<file path="config.mk">
export PLATFORM = sky130hd
export DESIGN_NAME = perf_qual_counter
export DESIGN_NICKNAME = d
export VERILOG_FILES = /design/src/rtl/perf_pkg.sv /design/src/rtl/perf_qual_cond.sv /design/src/rtl/perf_ctrl.sv /design/src/rtl/perf_datapath.sv /design/src/rtl/perf_qual_counter.sv
export SDC_FILE = /design/constraint.sdc
export NUM_CORES = 1
export LEC_CHECK = 0
export ABC_AREA = 0
export BUFFER_PORTS_ARGS = -buffer_cell sky130_fd_sc_hd__buf_2
export CORE_ASPECT_RATIO = 0.5
export CORE_MARGIN = 2
export CORE_UTILIZATION = 41
export CTS_BUF_LIST = sky130_fd_sc_hd__clkbuf_4
export CTS_CLUSTER_SIZE = 10
export DETAILED_ROUTE_END_ITERATION = 8
export SETUP_SLACK_MARGIN = 0.05
export SYNTH_ARGS = -nofsm -noshare
export SYNTH_HDL_FRONTEND = slang
export SYNTH_SLANG_ARGS = --single-unit
</file>
<file path="constraint.sdc">
create_clock -name clk -period 1.9 [get_ports clk]
set_input_delay 0.19 -clock clk [delete_from_list [all_inputs] [get_ports clk]]
set_output_delay 0.19 -clock clk [all_outputs]
set_load 0.05 [all_outputs]
</file>
<file path="src/rtl/perf_pkg.sv">
package perf_pkg;

  // Strobes sent from the control section to the counter datapath
  typedef struct packed {
    logic clr;
    logic inc;
  } perf_strobe_t;

  // Cache activity sources; the value is the bit index in cacheAct and in
  // the cache-enable field
  typedef enum logic [1:0] {
    CACHE_FILL  = 2'd0,
    CACHE_WAIT  = 2'd1,
    CACHE_EBWB  = 2'd2,
    CACHE_SWEEP = 2'd3
  } cache_src_e;

  localparam int CACHE_N = 4;

  // Microcode state code that qualifies the state term
  localparam logic [1:0] USTATE_QUAL = 2'b01;

endpackage

</file>
<file path="src/rtl/perf_qual_cond.sv">
module perf_qual_cond
  import perf_pkg::*;
#(
  parameter int NCH   = 8,
  parameter int NLVL  = 8,
  parameter int CFG_W = NCH + NLVL + 14
) (
  input  logic               clk,
  input  logic               rstN,
  input  logic [CFG_W-1:0]   cfgQ,
  input  logic [NCH-1:0]     chanBusy,
  input  logic [1:0]         ucodeState,
  input  logic               probeIn,
  input  logic [CACHE_N-1:0] cacheAct,
  input  logic [NLVL-1:0]    lvlHeld,
  input  logic               userMode,
  output logic               cond
);

  // Field positions of the control word
  localparam int CHEN_LO = 0;
  localparam int CHDC    = NCH;
  localparam int STDC    = NCH + 1;
  localparam int PRLOW   = NCH + 2;
  localparam int PRDC    = NCH + 3;
  localparam int CAEN_LO = NCH + 4;
  localparam int CADC    = CAEN_LO + CACHE_N;
  localparam int LVEN_LO = CADC + 1;
  localparam int NOLV    = LVEN_LO + NLVL;
  localparam int USEN    = NOLV + 1;
  localparam int MODC    = NOLV + 2;
  localparam int EVT     = NOLV + 3;
  localparam int CLR     = NOLV + 4;

  logic termA, termB, termC, termD, termE, termF;
  logic [NCH-1:0]     chanHit;
  logic [CACHE_N-1:0] cacheHit;
  logic [NLVL:0]      noneAbove;
  logic [NLVL-1:0]    lvlSel;
  logic [NLVL-1:0]    lvlHit;
  logic               unusedCfg;

  assign unusedCfg = ^{cfgQ[EVT], cfgQ[CLR]};

  // Channel term: one AND per channel
  for (genvar i = 0; i < NCH; i++) begin : g_chan
    assign chanHit[i] = chanBusy[i] & cfgQ[CHEN_LO + i];
  end

  // Cache term: one AND per activity source
  for (genvar k = 0; k < CACHE_N; k++) begin : g_cache
    assign cacheHit[k] = cacheAct[k] & cfgQ[CAEN_LO + k];
  end

  // Level term: priority chain, index 0 is the highest level
  assign noneAbove[0] = 1'b1;
  for (genvar n = 0; n < NLVL; n++) begin : g_lvl
    assign lvlSel[n]       = lvlHeld[n] & noneAbove[n];
    assign noneAbove[n+1]  = noneAbove[n] & ~lvlHeld[n];
    assign lvlHit[n]       = lvlSel[n] & cfgQ[LVEN_LO + n];
  end

  always_comb begin
    termA = (|chanHit) | cfgQ[CHDC];
    termB = (ucodeState == USTATE_QUAL) | cfgQ[STDC];
    termC = (probeIn != cfgQ[PRLOW]) | cfgQ[PRDC];
    termD = (|cacheHit) | cfgQ[CADC];
    termE = (|lvlHit) | (noneAbove[NLVL] & cfgQ[NOLV]);
    termF = (userMode == cfgQ[USEN]) | cfgQ[MODC];
    cond  = termA & termB & termC & termD & termE & termF;
  end

  // every don't-care set and no level held with no-level enabled

  all_dc_chk: assert property (@(posedge clk) disable iff (!rstN)
    (cfgQ[CHDC] && cfgQ[STDC] && cfgQ[PRDC] && cfgQ[CADC] && cfgQ[MODC] &&
     cfgQ[NOLV] && (lvlHeld == '0)) |-> cond);


  lvl_prio_chk: assert property (@(posedge clk) disable iff (!rstN)
    (lvlHeld[0] && !cfgQ[LVEN_LO]) |-> !cond);

endmodule

</file>
<file path="src/rtl/perf_ctrl.sv">
module perf_ctrl
  import perf_pkg::*;
#(
  parameter int NCH   = 8,
  parameter int NLVL  = 8,
  parameter int CFG_W = NCH + NLVL + 14
) (
  input  logic             clk,
  input  logic             rstN,
  input  logic             cfgWrite,
  input  logic [CFG_W-1:0] cfgData,
  input  logic             cond,
  output logic [CFG_W-1:0] cfgQ,
  output perf_strobe_t     strobe
);

  localparam int EVT = CFG_W - 2;
  localparam int CLR = CFG_W - 1;

  logic phaseQ;
  logic prevCondQ;
  logic eventMode;

  assign eventMode = cfgQ[EVT];

  always_comb begin
    strobe.clr = cfgWrite & cfgData[CLR];
    if (eventMode) strobe.inc = cond & ~prevCondQ;
    else           strobe.inc = cond & phaseQ;
  end

  always_ff @(posedge clk) begin
    if (!rstN) begin
      cfgQ      <= '0;
      phaseQ    <= 1'b0;
      prevCondQ <= 1'b0;
    end else begin
      if (cfgWrite) begin
        cfgQ      <= cfgData;
        cfgQ[CLR] <= 1'b0;
      end
      if (strobe.clr) begin
        phaseQ    <= 1'b0;
        prevCondQ <= 1'b0;
      end else begin
        phaseQ    <= ~phaseQ;
        prevCondQ <= cond;
      end
    end
  end

  // no increments on two consecutive cycles without a control write
  no_back_to_back_chk: assert property (@(posedge clk) disable iff (!rstN)
    (strobe.inc && !cfgWrite) |=> !strobe.inc);


  event_hold_chk: assert property (@(posedge clk) disable iff (!rstN)
    (eventMode && cond && $past(cond) && !$past(cfgWrite)) |-> !strobe.inc);

endmodule

</file>
<file path="src/rtl/perf_datapath.sv">
module perf_datapath
  import perf_pkg::*;
#(
  parameter int CNT_W = 32
) (
  input  logic             clk,
  input  logic             rstN,
  input  perf_strobe_t     strobe,
  output logic [CNT_W-1:0] countQ
);

  always_ff @(posedge clk) begin
    if (!rstN)           countQ <= '0;
    else if (strobe.clr) countQ <= '0;
    else if (strobe.inc) countQ <= countQ + 1'b1;
  end


  clr_zero_chk: assert property (@(posedge clk) disable iff (!rstN)
    strobe.clr |=> (countQ == '0));


  inc_step_chk: assert property (@(posedge clk) disable iff (!rstN)
    (strobe.inc && !strobe.clr) |=> (countQ == $past(countQ) + 1'b1));


  hold_chk: assert property (@(posedge clk) disable iff (!rstN)
    (!strobe.inc && !strobe.clr) |=> $stable(countQ));

endmodule

</file>
<file path="src/rtl/perf_qual_counter.sv">
module perf_qual_counter
  import perf_pkg::*;
#(
  parameter int NCH   = 8,
  parameter int NLVL  = 8,
  parameter int CNT_W = 32,
  parameter int CFG_W = NCH + NLVL + 14
) (
  input  logic               clk,
  input  logic               rstN,
  input  logic               cfgWrite,
  input  logic [CFG_W-1:0]   cfgData,
  input  logic [NCH-1:0]     chanBusy,
  input  logic [1:0]         ucodeState,
  input  logic               probeIn,
  input  logic [CACHE_N-1:0] cacheAct,
  input  logic [NLVL-1:0]    lvlHeld,
  input  logic               userMode,
  output logic [CNT_W-1:0]   countOut
);

  logic [CFG_W-1:0] cfgQ;
  logic             cond;
  perf_strobe_t     strobe;

  perf_qual_cond #(.NCH(NCH), .NLVL(NLVL), .CFG_W(CFG_W)) u_cond (
    .clk        (clk),
    .rstN       (rstN),
    .cfgQ       (cfgQ),
    .chanBusy   (chanBusy),
    .ucodeState (ucodeState),
    .probeIn    (probeIn),
    .cacheAct   (cacheAct),
    .lvlHeld    (lvlHeld),
    .userMode   (userMode),
    .cond       (cond)
  );

  perf_ctrl #(.NCH(NCH), .NLVL(NLVL), .CFG_W(CFG_W)) u_ctrl (
    .clk      (clk),
    .rstN     (rstN),
    .cfgWrite (cfgWrite),
    .cfgData  (cfgData),
    .cond     (cond),
    .cfgQ     (cfgQ),
    .strobe   (strobe)
  );

  perf_datapath #(.CNT_W(CNT_W)) u_dp (
    .clk    (clk),
    .rstN   (rstN),
    .strobe (strobe),
    .countQ (countOut)
  );

endmodule

</file>
Yosys cells after proc, flatten, opt, wreduce, memory -nomap -nowiden
Cells that the tools add are included.

cells by class
  add/subtract/negate cells = 1
  equality and inequality tests = 3
  muxes and demuxes = 1
  bitwise gates (word level) = 60
  reduce and logical (&&, ||, !) cells = 4

operators with widths
  kind                                           number
  bitwise AND 1 bit                              43
  adder 32 x 1 -> 32 bit, second input constant  1
  OR reduction 8 bit                             2
  inverter 1 bit                                 11
  OR 1 bit                                       6
  OR reduction 4 bit                             1
  == test 2 x 1 -> 1 bit, second input constant  1
  OR reduction 2 bit                             1
  == test 1 bit                                  1
  2-to-1 mux 1 bit                               1
  inequality test 1 bit                          1

storage, ports and cells
  register bits = 63
  input bits = 57
  output and inout bits = 32
  word-level logic and storage cells = 73

Logic depth before layout (Yosys ltp)
Gate-level depths: netlist of the first run.

  depth in word-level cells = 15
  depth in mapped cells = 7
  mapped depth without buffers = 6

Hierarchy
A second synthesis of the first run with hierarchy kept.

unflattened totals
  cell total of the unflattened synthesis = 308
  area total of the unflattened synthesis = 2870.3 um2

modules (own cells, without submodules)
  module          times used  cells an instance  area an instance (um2)  sequential area each (um2)
  perf_datapath   1           178                1552.7                  640.6
  perf_ctrl       1           104                1131.1                  620.6
  perf_qual_cond  1           26                 186.4                   0.0

Least setup slack after synthesis of the first run
No wires, ideal clock.

  path type = register -> register
  start point = reg u_dp.countQ[0]
  end point = reg u_dp.countQ[10]
  setup time = 0.072 ns
  arrival = 2.030 ns
  data required time = 1.828 ns
  slack = -0.202 ns
  cell stages (with the launch flop) = 7
  path buffers = 1
  period minus slack after synthesis = 2.102 ns
  cell sequence = dfxtp_1 -> ha_1 -> inv_1 -> nor3_1 -> clkbuf_1 -> nor4b_1 -> mux2i_1

between the ends
  word-level cells in the longest chain between the ends = 1

RTL lines
  what                    line                 text
  start, declared         perf_datapath.sv:9   output logic [CNT_W-1:0] countQ
  start signal, assigned  perf_datapath.sv:15  else if (strobe.inc) countQ <= countQ + 1'b1;
  adder 32 x 1 -> 32 bit  perf_datapath.sv:15

Every way passes these cells.
A chain may end at the register's enable or synchronous reset.

Worst setup path after layout of the first run
  start point = reg u_ctrl.cfgQ[10]
  end point = reg u_dp.countQ[22]

between the ends
  word-level cells in the longest chain between the ends = 8
  elaborated cells between the ends (all ways) = 9
  classes of those cells = 1 x eq/ne; 1 x mux; 7 x bitwise

RTL lines
  what                                         line                              text
  start, declared                              perf_ctrl.sv:13                   output logic [CFG_W-1:0] cfgQ,
  start signal, assigned                       perf_ctrl.sv:39                   cfgQ <= cfgData;
  inequality test 1 bit *                      perf_qual_cond.sv:66              termC = (probeIn != cfgQ[PRLOW]) | cfgQ[PRDC];
  OR 1 bit *                                   perf_qual_cond.sv:66
  bitwise AND 1 bit * (4 in series)            perf_qual_cond.sv:70              cond = termA & termB & termC & termD & termE & termF;
  bitwise AND 1 bit, on equally long branches  perf_ctrl.sv:29, perf_ctrl.sv:28
  2-to-1 mux 1 bit *                           perf_ctrl.sv:28                   if (eventMode) strobe.inc = cond & ~prevCondQ;

Every way passes the cells marked *; elsewhere a longest branch is shown, timed or not.

==> metrics.yaml, run 1 <==
finish:
  drive_above_1_share_pct: 39.6
  n_antenna_cell: 0
  design_area_mm2: 0.00451
  final_common_cell: "buf_2"
  mostFrequentLayoutCells: "buf_2 (88), mux2i_1 (60), nand2_1 (47), dfxtp_1 (41), nand2b_1 (31)"
  syn2layout_area_growth_pct: 30.5
  fin_cells: 589
  fin_nets: 530
timing:
  fmax_ghz: 0.530
  finalSetupViolations: 0
  tns_ns: 0
  fin_crit_ns: 1.89
  skew_ns: 0.00992
  rsz0062_at_grt: "yes"
  slew_viol_final: 0
  relSlewSlack_pct: 32.8
  finalCritPeriodShare_pct: 99.3
  tightest_slew_ns: 1.00
  final_hold_viol_count: 0
  whs_ns: 0.0396
critical_path:
  worst_ep_required_time_ns: 2.24
  crit_chain: "xnor2_1 -> a222oi_1 -> buf_4 -> o211ai_4 -> buf_12 -> nor4_2 -> mux2i_1"
  r2r-end: "u_dp.countQ[22]"
  critPathLaunchType: "flop"
  reg2reg_depth: 7
  crit_start: "u_ctrl.cfgQ[10]"
  cp-endpoint: "u_dp.countQ[22]"
  worstPathArrival_ns: 2.22
  crit_slowest_cell: "dfxtp_2"
  cpPeakStageDelay_ns: 0.34
  reg2reg_slack_ns: 0.01
  timing.rr.start: "u_ctrl.cfgQ[10]"
  path_class: "reg2reg"
  crit_fanout: 18
  endpoint_kind: "flop"
clock_tree:
  cts_buffer_depth: 2
  clk_pin_slew_ns: 0.10
  cts_sinks: 63
  insertion_delay_ns: 0.40
  h-tree-depth: 3
  cts-root-buf: "clkbuf_4"
  cts_tree: "done"
  cts_made_buffers: 9
die:
  die_area_mm2: 0.00923
  initial_core_util_pct: 42.8
  fp-row-count: 23
  die_h_um: 68.9
  ios: 89
  core_area_mm2: 0.00809
  die_w_um: 134
pwr:
  power_mw: 2.53
  ir_drop_mv: 0.349
  powerDensity_mw_per_mm2: 562
  p_leak_nw: 1.80
routing:
  ant_nets: 0
  remaining_drc_errors: 0
  viasPerCell: 5.08
  detail_route.wl_per_cell_um: 13.6
  wirelength_um: 7980
  first_pass_iters: 4
  vias: 2995
  drt_iter0_markers: 147
placed_design:
  gp_congestion: 0.743
  dpl-instance-area_mm2: 0.00416
  dp_hpwl_um: 5280
  io_buffers: 88
  placed_cells: 564
yosys:
  ys_seq_elements: 63
  synth_area_mm2: 0.00346
  synth_ff_type: "dfxtp_1"
  ys_types: 39
  postSynthAreaPerCell_um2: 9.42
  ys_warn_count: 0
  synth_edf_count: 0
  syn-num-nets: 425
  yosysSeqAreaShare_pct: 36.5
  synth_cells: 367
  async_flop_share_pct: 0
global_route:
  grt_max_degree: 61
  grt_pass1_vias: 2511
  antenna_found_initial: 0
  grt_first_pass_wirelength_um: 12600
  grt_usage_pct: 17.9
  overflow: 0
flow_run:
  maxCapViolCount: 0
run_status:
  status: "completed"
worst_hold_path:
  hold_start: "cfgData[28]"
  min_path_type: "in2reg"
==> worst max-delay path, delay by kind of cell, from the launching register on <==
kind | cells | cell delay (ns)
XOR/XNOR | 1 | 0.12
multiplexers | 1 | 0.21
flip-flops | 1 | 0.34
buffers and inverters | 2 | 0.42
AO/OA/AOI/OAI | 2 | 0.44
AND/OR/NAND/NOR | 1 | 0.29
==> routing by layer <==
metal	up-vias	share of wire (%)	global-route usage, %	wire, um
met5	-	0	0	0
met4	0	1.2	6.38	99
met3	8	6.4	6.14	513
met2	66	43	26.7	3390
met1	1390	50	24.1	3980
li1	1531	-	-	-
==> worst min path at each step <==
stage | end | slack [ns] | depth (start not counted)
4_1_cts | u_ctrl.cfgQ[16] | 0.0008 | 3
5_1_grt | u_ctrl.cfgQ[3] | 0.003 | 3
6_report | u_ctrl.cfgQ[28] | 0.04 | 3
3_3_place_gp | u_ctrl.phaseQ | 0.44 | 1
2_1_floorplan | u_ctrl.cfgQ[17] | 0.36 | 2
3_5_place_dp | u_ctrl.cfgQ[23] | 0.45 | 3
==> synthesized netlist by cell type (all sizes together), types with 8 or more instances <==
| master | number | share of area, % |
|---|---|---|
| nand2b | 31 | 5.6 |
| dfxtp | 63 | 36 |
| clkbuf | 12 | 1.3 |
| nor4 | 29 | 10 |
| mux2i | 60 | 17 |
| nor2b | 30 | 5.4 |
| nand3 | 17 | 2.5 |
| nor2 | 8 | 0.87 |
| buf | 12 | 2.8 |
| nand2 | 47 | 5.1 |
| nand4 | 12 | 2.2 |
==> logic make-up after synthesis <==
group	synth area share [%]
compound gates	4.23
xor+xnor	0.507
fa+ha+maj	0.362
buf+inv	4.60
flops	36.5
mux	17.4
simple gates	36.4
==> flip-flops by register name, indices dropped and copies added (netlist names) <==
signal	flops
u_ctrl.phaseQ	1
u_dp.countQ	32
u_ctrl.cfgQ	29
u_ctrl.prevCondQ	1
==> where the power goes <==
group | switching, mW | internal (mW)
Sequential | 0.0214 | 1.36
Combinational | 0.238 | 0.198
Clock | 0.476 | 0.245
Total | 0.736 | 1.80
==> area by class of cell <==
cell class / count / area [um2]
clock buffers: 9 / 67.6
clock inverters: 7 / 30.0
fillers: 764 / 3570
inverters: 5 / 18.8
multi-input cells: 276 / 2200
flip-flops and latches: 63 / 1290
well taps: 112 / 140
repair buffers: 117 / 757
==> metrics by stage <==
step	setup WS (ns)	utilization [%]
floorplan	0.0667	-
global placement	0.00735	51.4
detailed placement	-0.00334	51.4
CTS	0.0328	53.3
global route	-0.0722	55.8
finish	0.0139	55.8
==> what timing repair did <==
item,CTS,global route
setup buffers,0,6
cloned,1,1
setup endpoints to repair,19,32
resized for setup,4,23
hold buffers,1,0
hold endpoints to repair,1,0
pin swaps,2,5
No activity file was read; power rests on OpenSTA's default activity.
==> inputs of run 2 (changes only) <==
==> constraint.sdc (replaced) <==
create_clock -name clk -period 1.9 [get_ports clk]
set_input_delay 0.095 -clock clk [delete_from_list [all_inputs] [get_ports clk]]
set_output_delay 0.095 -clock clk [all_outputs]
set_load 0.05 [all_outputs]
==> metrics.yaml, run 2 (synthesized netlist as in run 1, its figures left out) <==
critical_path:
  crit_slowest_cell: "dfxtp_2"  # unchanged
  crit_fanout: 14  # was 18
  critPathLaunchType: "flop"  # unchanged
  timing.rr.start: "u_ctrl.cfgQ[10]"  # unchanged
  critPathTopFamily: "compound AO/OA/AOI/OAI gates"  # unchanged
  crit_chain: "xnor2_1 -> a222oi_1 -> buf_4 -> o211ai_4 -> buf_12 -> nor4_2 -> mux2i_1"  # unchanged
  reg2reg_slack_ns: 0.03  # was 0.01 ns
  reg2reg_depth: 7  # unchanged
  endpoint_kind: "flop"  # unchanged
  worst-path-buf-inv: 2  # unchanged
  r2r-end: "u_dp.countQ[16]"  # was u_dp.countQ[22]
  cpPeakStageDelay_ns: 0.34  # about the same
  worst_ep_required_time_ns: 2.24  # about the same
  path_class: "reg2reg"  # unchanged
  worstPathArrival_ns: 2.21  # was 2.22 ns
routing:
  detail_route.wl_per_cell_um: 14.1  # was 13.6 um
  ant_nets: 0  # unchanged
  viasPerCell: 4.98  # was 5.08
  drt_iter0_markers: 149  # was 147
  remaining_drc_errors: 0  # unchanged
  wirelength_um: 8840  # was 7980 um
  vias: 3114  # was 2995
  first_pass_iters: 4  # unchanged
pwr:
  p_leak_nw: 2.02  # was 1.80 nW
  powerDensity_mw_per_mm2: 617  # was 562 mW/mm2
  power_mw: 3.09  # was 2.53 mW
  ir_drop_mv: 0.284  # was 0.349 mV
worst_hold_path:
  hold_start: "cfgData[29]"  # was cfgData[28]
  holdPathStages: 4  # was 3
  hold_end: "u_dp.countQ[1]"  # was u_ctrl.cfgQ[28]
  min_path_type: "in2reg"  # unchanged
clock_tree:
  cts-root-buf: "clkbuf_4"  # unchanged
  cts_tree: "done"  # unchanged
  cts_made_buffers: 9  # unchanged
  h-tree-depth: 3  # unchanged
  insertion_delay_ns: 0.42  # was 0.40 ns
  cts_buffer_depth: 2  # unchanged
  clk_pin_slew_ns: 0.11  # was 0.10 ns
  cts_sinks: 63  # unchanged
placed_design:
  io_buffers: 88  # unchanged
  dp_hpwl_um: 5250  # was 5280 um
  gp_congestion: 0.709  # was 0.743
die:
  die_area_mm2: 0.00923  # unchanged
  ios: 89  # unchanged
  die_w_um: 134  # unchanged
  core_area_mm2: 0.00809  # unchanged
  die_h_um: 68.9  # unchanged
  initial_core_util_pct: 42.8  # unchanged
  fp-row-count: 23  # unchanged
flow_run:
  maxCapViolCount: 0  # unchanged
finish:
  multi_input_area_mm2: 0.00221  # was 0.00220 mm2
  final_common_cell: "buf_2"  # unchanged
  largest_reg_flops: 32  # unchanged
  regArea_mm2: 0.00129  # about the same
  n_antenna_cell: 0  # unchanged
  regMostFlops: "u_dp.countQ"  # unchanged
  fin_nets: 566  # was 530
  mostFrequentLayoutCells: "buf_2 (88), mux2i_1 (60), nand2_1 (47), dfxtp_1 (42), nand2b_1 (31)"  # was buf_2 (88), mux2i_1 (60), nand2_1 (47), dfxtp_1 (41), nand2b_1 (31)
  reg_top3: "u_dp.countQ x32, u_ctrl.cfgQ x29"  # unchanged
  fillers: 697  # was 764
  drive_above_1_share_pct: 38.0  # was 39.6%
  syn2layout_area_growth_pct: 45.0  # was 30.5%
timing:
  rsz0062_at_grt: "yes"  # unchanged
  finalCritPeriodShare_pct: 98.2  # was 99.3%
  fmax_ghz: 0.536  # was 0.530 GHz
  tightest_slew_ns: 0.854  # was 1.00 ns
  whs_ns: 0.0955  # was 0.0396 ns
  fin_crit_ns: 1.87  # was 1.89 ns
  relSlewSlack_pct: 42.8  # was 32.8%
  final_hold_viol_count: 0  # unchanged
  slew_viol_final: 0  # unchanged
  skew_ns: 0.0148  # was 0.00992 ns
  finalSetupViolations: 0  # unchanged
global_route:
  grt_max_degree: 38  # was 61
  grt_pass1_vias: 2732  # was 2511
  grt_usage_pct: 18.8  # was 17.9%
  overflow: 0  # unchanged
  grt_first_pass_wirelength_um: 13500  # was 12600 um
  antenna_found_initial: 0  # unchanged
run_status:
  status: "completed"  # unchanged
## run 2: cell count changes in the layout (fill, tap and decap cells not counted), sizes merged
cell and delta:
buf +6, bufinv +3, clkbuf +2, clkinv -3, dlygate4sd3 +28
## run 2: how the worst max path moves through the flow
stage	start	end	slack (ns)	depth (start not counted)
after floorplan	u_dp.countQ[16]	u_dp.countQ[23]	0.07	5
after global placement	u_ctrl.cfgQ[3]	u_dp.countQ[16]	-0.03	6
after detailed placement	u_ctrl.cfgQ[3]	u_dp.countQ[16]	0.01	6
after CTS	u_ctrl.cfgQ[10]	u_dp.countQ[16]	0.01	7
after global routing	u_ctrl.cfgQ[10]	u_dp.countQ[16]	-0.12	7
final	u_ctrl.cfgQ[10]	u_dp.countQ[16]	0.03	7
## run 2: report_power, final
group          leakage, nW  internal [mW]  total [mW]  switching (mW)
sequential           0.524           1.36        1.38          0.0217
clock               0.0950          0.657        1.16           0.501
combinational         1.40          0.283       0.553           0.269
## run 2: final cells by class
cell class	instances	area share [%]
clock buffer	9	1.35
clock inverter	7	2.22
inverter	5	0.375
multi-input combinational	276	44.1
sequential	63	25.7
tap	112	2.80
timing repair buffer	153	23.5
## run 2: tightest hold or removal path, delay by kind of cell
| family | cells | cell delay, ns |
|---|---|---|
| AND/OR/NAND/NOR | 2 | 0.27 |
| buffers and inverters | 1 | 0.07 |
| AO/OA/AOI/OAI | 1 | 0.05 |
## run 2: timing repair
action / 4_1_cts / 5_1_grt
hold buffers: 29 / 0
endpoints found under the setup margin: 26 / 32
gates cloned: 1 / 4
pin swaps: 2 / 12
hold endpoints to repair: 29 / 0
gates resized for setup: 10 / 14
setup buffers: 3 / 11
## run 2: per-stage QoR
stage / std cells / util (%) / setup TNS, ns / worst slack [ns] / instance area [um2]
after floorplan: 367 / - / 0 / 0.0667 / 3480
after global placement: 561 / 51.2 / -0.146 / -0.0320 / 4140
after detailed placement: 561 / 51.2 / 0 / 0.0148 / 4140
after CTS: 610 / 58.2 / 0 / 0.0120 / 4710
after global routing: 625 / 62.0 / -2.59 / -0.125 / 5010
final: 625 / 62.0 / 0 / 0.0335 / 5010
## run 2: layer usage
layer  vias to the layer above  GRT usage [%]  share of wire [%]
li1                       1607              -                  -
met4                         0           6.12                1.1
met3                         8           6.80                5.7
met1                      1423           23.9                 48
met5                         -              0                  0
met2                        76           30.3                 45
==> inputs of run 3 (changes only) <==
--- a/config.mk
+++ b/config.mk
@@ -13,6 +13,7 @@
 export CTS_BUF_LIST = sky130_fd_sc_hd__clkbuf_4
 export CTS_CLUSTER_SIZE = 10
 export DETAILED_ROUTE_END_ITERATION = 8
+export PLACE_DENSITY_LB_ADDON = 0.25
 export SETUP_SLACK_MARGIN = 0.05
 export SYNTH_ARGS = -nofsm -noshare
 export SYNTH_HDL_FRONTEND = slang
==> metrics.yaml, run 3 (synthesized netlist as in run 1, its figures left out) <==
placed_design:
  io_buffers: 88  # unchanged
  dp_hpwl_um: 5000  # was 5250 um
  gp_congestion: 0.723  # was 0.709
  placed_cells: 560  # was 561
routing:
  remaining_drc_errors: 0  # unchanged
  wirelength_um: 8600  # was 8840 um
  drt_iter0_markers: 147  # was 149
  viasPerCell: 5.06  # was 4.98
  ant_nets: 0  # unchanged
  first_pass_iters: 4  # unchanged
  detail_route.wl_per_cell_um: 14.0  # was 14.1 um
  vias: 3113  # was 3114
finish:
  reg_top3: "u_dp.countQ x32, u_ctrl.cfgQ x29"  # unchanged
  drive_above_1_share_pct: 37.4  # was 38.0%
  final_common_cell: "buf_2"  # unchanged
  fin_nets: 556  # was 566
  syn2layout_area_growth_pct: 44.0  # was 45.0%
  n_antenna_cell: 0  # unchanged
  fin_cells: 615  # was 625
  regMostFlops: "u_dp.countQ"  # unchanged
  mostFrequentLayoutCells: "buf_2 (88), mux2i_1 (60), nand2_1 (47), dfxtp_1 (44), nand2b_1 (31)"  # was buf_2 (88), mux2i_1 (60), nand2_1 (47), dfxtp_1 (42), nand2b_1 (31)
  largest_reg_flops: 32  # unchanged
pwr:
  ir_drop_mv: 0.310  # was 0.284 mV
  power_mw: 2.80  # was 3.09 mW
  p_leak_nw: 2.03  # was 2.02 nW
  powerDensity_mw_per_mm2: 562  # was 617 mW/mm2
critical_path:
  cpPeakStageDelay_ns: 0.48  # was 0.34 ns
  crit_fanout: 6  # was 14
  timing.rr.start: "u_ctrl.cfgQ[10]"  # unchanged
  path_class: "reg2reg"  # unchanged
  endpoint_kind: "flop"  # unchanged
  crit_slowest_cell: "or4b_1"  # was dfxtp_2
  crit_chain: "xnor2_1 -> a222oi_1 -> buf_4 -> o211ai_4 -> buf_12 -> or4b_1 -> a21oi_1"  # was xnor2_1 -> a222oi_1 -> buf_4 -> o211ai_4 -> buf_12 -> nor4_2 -> mux2i_1
  critPathLaunchType: "flop"  # unchanged
  worst_ep_required_time_ns: 2.24  # about the same
  crit_start: "u_ctrl.cfgQ[10]"  # unchanged
  worstPathArrival_ns: 2.27  # was 2.21 ns
timing:
  skew_ns: 0.0230  # was 0.0148 ns
  setup_ws_ns: -0.0272  # was 0.0335 ns
  slew_viol_final: 0  # unchanged
  rsz0062_at_grt: "yes"  # unchanged
  fin_crit_ns: 1.93  # was 1.87 ns
  finalCritPeriodShare_pct: 101  # was 98.2%
  fmax_ghz: 0.519  # was 0.536 GHz
  finalSetupViolations: 1  # was 0
  relSlewSlack_pct: 57.8  # was 42.8%
  tns_ns: -0.0272  # was 0 ns
  tightest_slew_ns: 0.631  # was 0.854 ns
  final_hold_viol_count: 0  # unchanged
  whs_ns: 0.0545  # was 0.0955 ns
global_route:
  grt_first_pass_wirelength_um: 12800  # was 13500 um
  grt_max_degree: 61  # was 38
  antenna_found_initial: 0  # unchanged
  overflow: 0  # unchanged
  grt_usage_pct: 17.6  # was 18.8%
  grt_pass1_vias: 2668  # was 2732
flow_run:
  maxCapViolCount: 0  # unchanged
die:
  core_area_mm2: 0.00809  # unchanged
  die_h_um: 68.9  # unchanged
  initial_core_util_pct: 42.8  # unchanged
  ios: 89  # unchanged
  die_area_mm2: 0.00923  # unchanged
  fp-row-count: 23  # unchanged
  die_w_um: 134  # unchanged
run_status:
  violations: "setup timing"
  status: "finished with violations"  # was completed
clock_tree:
  cts_tree: "done"  # unchanged
  cts_made_buffers: 9  # unchanged
  insertion_delay_ns: 0.43  # was 0.42 ns
  cts_buffer_depth: 2  # unchanged
  clk_pin_slew_ns: 0.12  # was 0.11 ns
  cts-root-buf: "clkbuf_4"  # unchanged
  cts_sinks: 63  # unchanged
  h-tree-depth: 3  # unchanged
worst_hold_path:
  min_path_type: "in2reg"  # unchanged
  hold_start: "rstN"  # was cfgData[29]
## run 3: cell count changes in the layout (fill, tap and decap cells not counted), moves of 4 or more
cell and change:
nor4_2 -11, nor4_4 +11, buf_4 -6, buf_12 -4
dfxtp_2 -4
## run 3: metrics by stage
stage	setup WS, ns	cell area [um2]	util [%]
2_1_floorplan	0.0667	3480	-
3_3_place_gp	0.0740	4120	50.9
4_1_cts	0.0117	4650	57.5
3_5_place_dp	0.0420	4120	50.9
6_report	-0.0272	4980	61.6
5_1_grt	-0.117	4980	61.6
## run 3: power breakdown
group	switching, mW	internal, mW
combinational	0.265	0.216
clock	0.537	0.402
sequential	0.0217	1.36
total	0.824	1.97
## run 3: final timing paths
path                     endpoint  slack [ns]  cells after the start
setup / recovery   u_dp.countQ[1]       -0.03                      7
hold / removal    u_ctrl.cfgQ[16]        0.05                      2
setup reg to reg   u_dp.countQ[1]       -0.03                      7
hold reg to reg   u_dp.countQ[27]        0.48                      2
## run 3: layout make-up
class                           instances  area, um2
Fill cell                             682       3110
Multi-Input combinational cell        275       2320
Sequential cell                        63       1290
Timing Repair Buffer                  144       1070
Tap cell                              112        140
Clock inverter                          7       72.6
Clock buffer                            9       67.6
Inverter                                5       18.8
## run 3: timing repair
action | CTS | global route
resized for setup | 7 | 37
pin swaps | 2 | 29
buffers inserted | 0 | 7
cloned | 2 | 1
endpoints found under the hold margin | 29 | 0
setup endpoints to repair | 11 | 32
hold buffers | 29 | 0
## run 3: worst max-delay path, delay by kind of cell (launching register included)
| family | cells | cell delay, ns |
|---|---|---|
| AO/OA/AOI/OAI | 3 | 0.56 |
| XOR/XNOR | 1 | 0.11 |
| buffers and inverters | 2 | 0.33 |
| flip-flops | 1 | 0.34 |
| AND/OR/NAND/NOR | 1 | 0.48 |
## run 3: metal layers
layer	track usage (%)	share of wire [%]	routed length [um]
met1	22.4	46	3920
met2	29.6	49	4250
met3	4.97	3.9	334
met4	5.59	0.97	83
met5	0	0	0
